$ cat src/rtl/rsc_pkg.sv
`timescale 1ns/1ps
package rsc_pkg;
  typedef enum logic [1:0] {
    RES_OK        = 2'd0,
    RES_NO_EDGE   = 2'd1,
    RES_LAST_EDGE = 2'd2,
    RES_READ_FAIL = 2'd3
  } res_e;

  typedef enum logic [2:0] {
    ST_IDLE, ST_EDGE_RD, ST_DLY_WR, ST_PAT_WR,
    ST_PAT_RD, ST_EDGE_STEP, ST_FINAL_RD, ST_DONE
  } cal_st_e;

  typedef enum logic [1:0] {PH_IDLE, PH_REQ, PH_WAIT} bus_ph_e;
endpackage

$ cat src/rtl/rsc_pattern.sv
`timescale 1ns/1ps
module rsc_pattern #(
  parameter int DATA_W = 16,
  parameter int REP    = 10,
  parameter int IDX_W  = 5
) (
  input  logic [IDX_W-1:0]  idx_i,
  output logic [DATA_W-1:0] word_o
);
  localparam logic [IDX_W-1:0] B1 = IDX_W'(REP);
  localparam logic [IDX_W-1:0] B2 = IDX_W'(2*REP);

  logic odd;
  always_comb begin
    if (idx_i < B1) begin
      odd    = idx_i[0];
      word_o = odd ? DATA_W'(16'h9669) : DATA_W'(16'h6996);
    end else if (idx_i < B2) begin
      odd    = 1'(idx_i - B1);
      word_o = odd ? DATA_W'(16'hA55A) : DATA_W'(16'h5AA5);
    end else begin
      odd    = 1'b0;
      word_o = DATA_W'(16'h1B27);
    end
  end
endmodule

$ cat src/rtl/rsc_bus_master.sv
`timescale 1ns/1ps
module rsc_bus_master
  import rsc_pkg::*;
#(
  parameter int ADDR_W = 16,
  parameter int DATA_W = 16
) (
  input  logic              clk_i,
  input  logic              rst_ni,
  input  logic              go_i,
  input  logic              we_i,
  input  logic [ADDR_W-1:0] addr_i,
  input  logic [DATA_W-1:0] wdata_i,
  output logic              req_valid_o,
  input  logic              req_ready_i,
  output logic              req_we_o,
  output logic [ADDR_W-1:0] req_addr_o,
  output logic [DATA_W-1:0] req_wdata_o,
  input  logic              rsp_valid_i,
  input  logic [DATA_W-1:0] rsp_rdata_i,
  output logic              done_o,
  output logic [DATA_W-1:0] rdata_o
);
  bus_ph_e ph_q;

  always_ff @(posedge clk_i or negedge rst_ni) begin
    if (!rst_ni) begin
      ph_q        <= PH_IDLE;
      req_we_o    <= 1'b0;
      req_addr_o  <= '0;
      req_wdata_o <= '0;
      done_o      <= 1'b0;
      rdata_o     <= '0;
    end else begin
      done_o <= 1'b0;
      case (ph_q)
        PH_IDLE: if (go_i) begin
          req_we_o    <= we_i;
          req_addr_o  <= addr_i;
          req_wdata_o <= wdata_i;
          ph_q        <= PH_REQ;
        end
        PH_REQ:  if (req_ready_i) ph_q <= PH_WAIT;
        PH_WAIT: if (rsp_valid_i) begin
          rdata_o <= rsp_rdata_i;
          done_o  <= 1'b1;
          ph_q    <= PH_IDLE;
        end
        default: ph_q <= PH_IDLE;
      endcase
    end
  end

  assign req_valid_o = (ph_q == PH_REQ);
endmodule

$ cat src/rtl/rx_samp_cal.sv
`timescale 1ns/1ps
module rx_samp_cal
  import rsc_pkg::*;
#(
  parameter int              ADDR_W     = 16,
  parameter int              DATA_W     = 16,
  parameter int              EDGE_W     = 4,
  parameter int              EDGE_SHIFT = 5,
  parameter int              DLY_STEPS  = 10,
  parameter int              PAT_REP    = 10,
  parameter int              CMP_BITS   = 15,
  parameter logic [15:0]     RTEST_ADDR = 16'h0040,
  parameter logic [15:0]     RTEST_VAL  = 16'hC35A,
  parameter logic [15:0]     WTEST_ADDR = 16'h0042,
  parameter logic [15:0]     DLY_ADDR   = 16'h0050,
  localparam int             CTRL_W     = EDGE_W + EDGE_SHIFT,
  localparam int             DLY_W      = $clog2(DLY_STEPS)
) (
  input  logic              clk_i,
  input  logic              rst_ni,
  input  logic              start_i,
  output logic              busy_o,
  output logic              done_o,
  output logic [1:0]        result_o,
  output logic [CTRL_W-1:0] sample_ctrl_o,
  output logic [DLY_W-1:0]  far_dly_o,
  output logic              req_valid_o,
  input  logic              req_ready_i,
  output logic              req_we_o,
  output logic [ADDR_W-1:0] req_addr_o,
  output logic [DATA_W-1:0] req_wdata_o,
  input  logic              rsp_valid_i,
  input  logic [DATA_W-1:0] rsp_rdata_i
);
  localparam int                PAT_N    = 3 * PAT_REP;
  localparam int                IDX_W    = $clog2(PAT_N);
  localparam logic [EDGE_W-1:0] EDGE_MAX = '1;
  localparam logic [DLY_W-1:0]  DLY_LAST = DLY_W'(DLY_STEPS - 1);
  localparam logic [IDX_W-1:0]  IDX_LAST = IDX_W'(PAT_N - 1);
  localparam logic [DATA_W-1:0] CMP_MASK = DATA_W'({CMP_BITS{1'b1}});

  cal_st_e           st_q;
  logic [EDGE_W-1:0] edge_q;
  logic [DLY_W-1:0]  dly_q;
  logic [IDX_W-1:0]  idx_q;
  logic              issued_q;
  res_e              res_q;

  logic              acc, go, we, bus_done;
  logic [ADDR_W-1:0] addr;
  logic [DATA_W-1:0] wdata, pat_word, bus_rdata;
  logic              rd_ok, pat_ok;

  rsc_pattern #(.DATA_W(DATA_W), .REP(PAT_REP), .IDX_W(IDX_W)) u_pat (
    .idx_i (idx_q),
    .word_o(pat_word)
  );

  always_comb begin
    acc   = 1'b0;
    we    = 1'b0;
    addr  = ADDR_W'(RTEST_ADDR);
    wdata = '0;
    case (st_q)
      ST_EDGE_RD, ST_FINAL_RD: acc = 1'b1;
      ST_DLY_WR: begin
        acc = 1'b1; we = 1'b1; addr = ADDR_W'(DLY_ADDR); wdata = DATA_W'(dly_q);
      end
      ST_PAT_WR: begin
        acc = 1'b1; we = 1'b1; addr = ADDR_W'(WTEST_ADDR); wdata = pat_word;
      end
      ST_PAT_RD: begin
        acc = 1'b1; addr = ADDR_W'(WTEST_ADDR);
      end
      default: ;
    endcase
  end

  assign go = acc && !issued_q;

  rsc_bus_master #(.ADDR_W(ADDR_W), .DATA_W(DATA_W)) u_bus (
    .clk_i, .rst_ni,
    .go_i       (go),
    .we_i       (we),
    .addr_i     (addr),
    .wdata_i    (wdata),
    .req_valid_o, .req_ready_i, .req_we_o, .req_addr_o, .req_wdata_o,
    .rsp_valid_i, .rsp_rdata_i,
    .done_o     (bus_done),
    .rdata_o    (bus_rdata)
  );

  assign rd_ok  = (bus_rdata == DATA_W'(RTEST_VAL));
  assign pat_ok = ((bus_rdata ^ pat_word) & CMP_MASK) == '0;

  always_ff @(posedge clk_i or negedge rst_ni) begin
    if (!rst_ni) begin
      st_q     <= ST_IDLE;
      edge_q   <= '0;
      dly_q    <= '0;
      idx_q    <= '0;
      issued_q <= 1'b0;
      res_q    <= RES_OK;
    end else begin
      if (go)       issued_q <= 1'b1;
      if (bus_done) issued_q <= 1'b0;
      case (st_q)
        ST_IDLE, ST_DONE: if (start_i) begin
          edge_q <= '0;
          dly_q  <= '0;
          idx_q  <= '0;
          res_q  <= RES_OK;
          st_q   <= ST_EDGE_RD;
        end
        ST_EDGE_RD: if (bus_done) begin
          if (rd_ok) begin
            if (edge_q == EDGE_MAX) begin
              res_q <= RES_LAST_EDGE;
              st_q  <= ST_DONE;
            end else begin
              st_q <= ST_DLY_WR;
            end
          end else if (edge_q == EDGE_MAX) begin
            res_q <= RES_NO_EDGE;
            st_q  <= ST_DONE;
          end else begin
            edge_q <= edge_q + 1'b1;
          end
        end
        ST_DLY_WR: if (bus_done) begin
          idx_q <= '0;
          st_q  <= ST_PAT_WR;
        end
        ST_PAT_WR: if (bus_done) st_q <= ST_PAT_RD;
        ST_PAT_RD: if (bus_done) begin
          if (!pat_ok) begin
            st_q <= ST_EDGE_STEP;
          end else if (idx_q == IDX_LAST) begin
            if (dly_q == DLY_LAST) begin
              st_q <= ST_EDGE_STEP;
            end else begin
              dly_q <= dly_q + 1'b1;
              st_q  <= ST_DLY_WR;
            end
          end else begin
            idx_q <= idx_q + 1'b1;
            st_q  <= ST_PAT_WR;
          end
        end
        ST_EDGE_STEP: begin
          edge_q <= edge_q + 1'b1;
          st_q   <= ST_FINAL_RD;
        end
        ST_FINAL_RD: if (bus_done) begin
          res_q <= rd_ok ? RES_OK : RES_READ_FAIL;
          st_q  <= ST_DONE;
        end
        default: st_q <= ST_IDLE;
      endcase
    end
  end

  assign busy_o        = (st_q != ST_IDLE) && (st_q != ST_DONE);
  assign done_o        = (st_q == ST_DONE);
  assign result_o      = res_q;
  assign sample_ctrl_o = {edge_q, EDGE_SHIFT'(0)};
  assign far_dly_o     = dly_q;
endmodule

$ cat config.mk
export PLATFORM = sky130hd
export DESIGN_NAME = rx_samp_cal
export DESIGN_NICKNAME = d
export VERILOG_FILES = /design/src/rtl/rsc_pkg.sv /design/src/rtl/rsc_pattern.sv /design/src/rtl/rsc_bus_master.sv /design/src/rtl/rx_samp_cal.sv
export SDC_FILE = /design/constraint.sdc
export NUM_CORES = 1
export LEC_CHECK = 0
export ABC_AREA = 1
export BUFFER_PORTS_ARGS = -buffer_cell sky130_fd_sc_hd__buf_2
export CAP_MARGIN = 20
export CELL_PAD_IN_SITES_DETAIL_PLACEMENT = 2
export CELL_PAD_IN_SITES_GLOBAL_PLACEMENT = 2
export CORE_UTILIZATION = 30
export CTS_BUF_LIST = sky130_fd_sc_hd__clkbuf_8 sky130_fd_sc_hd__clkbuf_16
export DETAILED_ROUTE_END_ITERATION = 8
export PLACE_DENSITY = 0.78
export SLEW_MARGIN = 5
export SYNTH_ARGS = -nofsm -noshare
export SYNTH_HDL_FRONTEND = slang
export SYNTH_SLANG_ARGS = --single-unit
export TNS_END_PERCENT = 1
$ cat constraint.sdc
create_clock -name clk_i -period 2.25 [get_ports clk_i]
set_input_delay 0.3375 -clock clk_i [delete_from_list [all_inputs] [get_ports clk_i]]
set_output_delay 0.3375 -clock clk_i [all_outputs]
set_load 0.01 [all_outputs]
==> run summary <==
The run finished with clean final reports. For the worst setup path, the data required time is 2.44 ns. The overall global routing resource usage is 0.167, and the maximum root-to-sink buffer count is 2. In the routed design, unresolved DRC markers number 0.

The synthesized design contains 0 enable-type register cells. The repair_antennas step left the layout with diodes totalling 0. The final count of hold timing violations is 0, and the clock latency on the worst-skew pair is 0.31 ns.

The largest single stage delay on the critical path is 0.45 ns. The detailed router finished its first iteration with 51 violations. The logs give 385 for the synthesized netlist cell count and 0.00181 µW for the leakage dissipation. Number of slew-limit violations in the final report: 0. CTS built an H-tree with a depth of 2. By area the synthesized netlist is led by sky130_fd_sc_hd__dfrtp_1, sky130_fd_sc_hd__nand2_1, sky130_fd_sc_hd__buf_4.

The HPWL after detailed placement is 6410 µm. The tools report the first-pass iteration count of the detailed router as 4. After detailed routing, the total wire length is 8050 µm. The tools report the headroom to the max-slew limit as 0.551.

The number of global-route vias before repair is 2692, and the maximum vdd drop is 0.309 mV. Measured in cells, the most critical reg-to-reg path has a length of 10. Clock tree synthesis selected as its root buffer the cell sky130_fd_sc_hd__clkbuf_8.

The total of max-cap violations was 0; the mean area per synthesized cell was 7.76 µm². The critical path goes through nor2_2, nor2_1, nor2_4, nor2_2, o21ai_2, nor2_4, inv_2, nor2_4, nand2_1, o211ai_1. For the share of the core filled with cells, the log shows 0.352. TritonCTS created 5 clock buffers. Setup repair after global routing left no endpoint under its margin. Class of the most critical hold timing path: in -> async. The worst setup path is launched from a flip-flop.

Top cell type's share of synthesized area: 0.436. For the number of nets with antenna violations after routing, the log shows 0. Compared with the post-synthesis result, the final layout area differs by 14.8%. The areal power density over the cells is 1240 nW/µm². For the global-route congestion overflow total, the log shows 0.

The ratio of cells with drive above 1 in the final layout came out at 0.234. Routability-driven placement finished with a final weighted congestion of 0.754. The via density per instance was 4.62; the wire length of the first global-routing pass was 13400 µm.

The slew at the pin closest to its max-slew limit was 0.673 ns. The total die area is 10400 µm², and the part of the Yosys area used for sequential elements is 0.436. The width of the die is 102 µm. Counting every sink on the clock net gives 52.

The number of synthesized register bits is 52. Pin count of the biggest net entering global routing: 53. The most numerous cell type found on the critical path is sky130_fd_sc_hd__nor2_4. After clock tree synthesis, the flow added hold-fix buffers numbering 0.

The kind of critical path is reg -> reg. Setup total negative slack on the finished layout was measured at 0 ns. For the number of antenna violations at the first check in global routing, the log shows 0. The vertical extent of the die is 102 µm. The worst path in the final design needs a cycle of 2.05 ns, including I/O delays and setup. Library cell contributing the largest single delay on the critical path: sky130_fd_sc_hd__dfrtp_1. Clock-pin slew was measured on the worst setup and hold paths at 0.09 ns.

The critical path endpoint category is a flip-flop. TritonCTS built the clock tree. For the total via count in the routed design, the log shows 2645.

In the layout the commonest cells are sky130_fd_sc_hd__nand2_1, sky130_fd_sc_hd__buf_2, sky130_fd_sc_hd__dfrtp_1. Summing every instance area after synthesis gives 2990 µm². The share of the clock period used by the worst path after layout was 0.909. The highest achievable clock rate is 489 MHz, and the async set or reset register ratio after synthesis is 1.00. The most common cell after layout, fill and taps aside was sky130_fd_sc_hd__nand2_1.

72 I/O pins were placed. Yosys printed 0 warnings. The data arrival time of the critical path was 2.23 ns.

The region available for standard cell placement spans 9730 µm². The logs give 0.307 for the starting density of the core and 466 for the total number of nets in the final design. The most used flip-flop cell after synthesis was sky130_fd_sc_hd__dfrtp_1. After detailed routing, the average wire length per cell comes to 14.1 µm. In this run the worst path has a maximum fanout of 14.

Setup violations remaining at the end of the flow were counted as 0. The site row count was 36; the maximum clock skew at final layout was 0.0101 ns. The count of input and output buffers is 53, and the number of different library cells in the post-synthesis netlist is 35. Of all cell types, the one taking the most synthesized area is sky130_fd_sc_hd__dfrtp_1.
registers in the layout, summed over array words and instances (netlist names):
register and cells:
u_bus.req_wdata_o 10, u_bus.req_addr_o 3, u_bus.req_we_o 1, edge_q 4, result_o 2, far_dly_o 4, issued_q 1, u_bus.done_o 1
st_q 3, u_bus.ph_q 2, idx_q 5, u_bus.rdata_o 16
area by class of cell:
type	instances	area, µm²
Fill cell	1157	6300
Multi-Input combinational cell	282	1410
Sequential cell	52	1300
Timing Repair Buffer	58	303
Tap cell	133	166
Inverter	41	159
Clock buffer	6	82.6
Clock inverter	1	8.76
critical path, delay by kind of cell (launching register included):
kind	cells	cell delay, ns
simple gates	7	0.90
flops	1	0.45
buf+inv	1	0.23
compound gates	2	0.33
through the flow:
stage	power, µW	hold slack, ns	setup WS [ns]	instances	area [µm²]
floorplan	3070	0.0419	0.595	402	3050
global placement	3620	0.449	0.0361	566	3330
detailed placement	3740	0.461	0.0559	566	3330
CTS	4330	0.189	0.0433	573	3420
global route	4690	0.205	0.000539	573	3430
finish	4270	0.146	0.204	573	3430
worst paths after layout:
kind | from | slack, ns | to
min | rst_ni | 0.15 | u_bus.req_wdata_o[10]
max | st_q[1] | 0.20 | u_bus.req_wdata_o[2]
min reg2reg | u_bus.req_addr_o[6] | 0.47 | u_bus.req_addr_o[6]
max reg2reg | st_q[1] | 0.20 | u_bus.req_wdata_o[2]
max in group asynchronous | rst_ni | 1.66 | st_q[0]
min in group clk_i | req_ready_i | 0.20 | u_bus.ph_q[0]
routing by layer:
layer,global-route usage,up-vias,part of all wire
li1,-,1287,-
met1,0.221,1297,0.48
met2,0.288,56,0.48
met3,0.0255,5,0.032
met4,0.0334,0,0.0078
met5,0,-,0
kinds of logic (layout without fill, tap and decap cells):
kind of cell | after synthesis | in the layout | synth area share
AOI/OAI and AO/OA | 43 | 43 | 0.0942
xor gates and xnor gates | 6 | 6 | 0.0176
adders and majority gates | 5 | 5 | 0.0209
buffers and inverters | 68 | 106 | 0.119
DFF | 52 | 52 | 0.436
other | 1 | 18 | 0.00126
and+or+nand+nor | 210 | 210 | 0.312
what timing repair did:
| action | CTS | global route |
|---|---|---|
| setup endpoints to repair | 0 | 12 |
| gates resized for setup | 0 | 2 |
| endpoints found under the hold margin | 0 | 0 |
| setup buffers | 0 | 0 |
power breakdown:
part | total, µW | internal, µW | switching (µW)
clock network | 564 | 246 | 318
registers | 1550 | 1260 | 293
logic | 2150 | 729 | 1420
Yosys cell counts, types with 4 or more instances:
library cell,n
sky130_fd_sc_hd__a21oi_1,7
sky130_fd_sc_hd__buf_4,25
sky130_fd_sc_hd__dfrtp_1,52
sky130_fd_sc_hd__ha_1,5
sky130_fd_sc_hd__inv_1,32
sky130_fd_sc_hd__inv_2,7
sky130_fd_sc_hd__nand2_1,119
sky130_fd_sc_hd__nand2_2,5
sky130_fd_sc_hd__nand3_1,22
sky130_fd_sc_hd__nand4_1,6
sky130_fd_sc_hd__nor2_1,38
sky130_fd_sc_hd__nor2_2,5
sky130_fd_sc_hd__nor2_4,4
sky130_fd_sc_hd__nor3_1,4
sky130_fd_sc_hd__o21ai_0,12
sky130_fd_sc_hd__o21ai_1,7
sky130_fd_sc_hd__xor2_1,6
(Power assumes the default switching activity.)
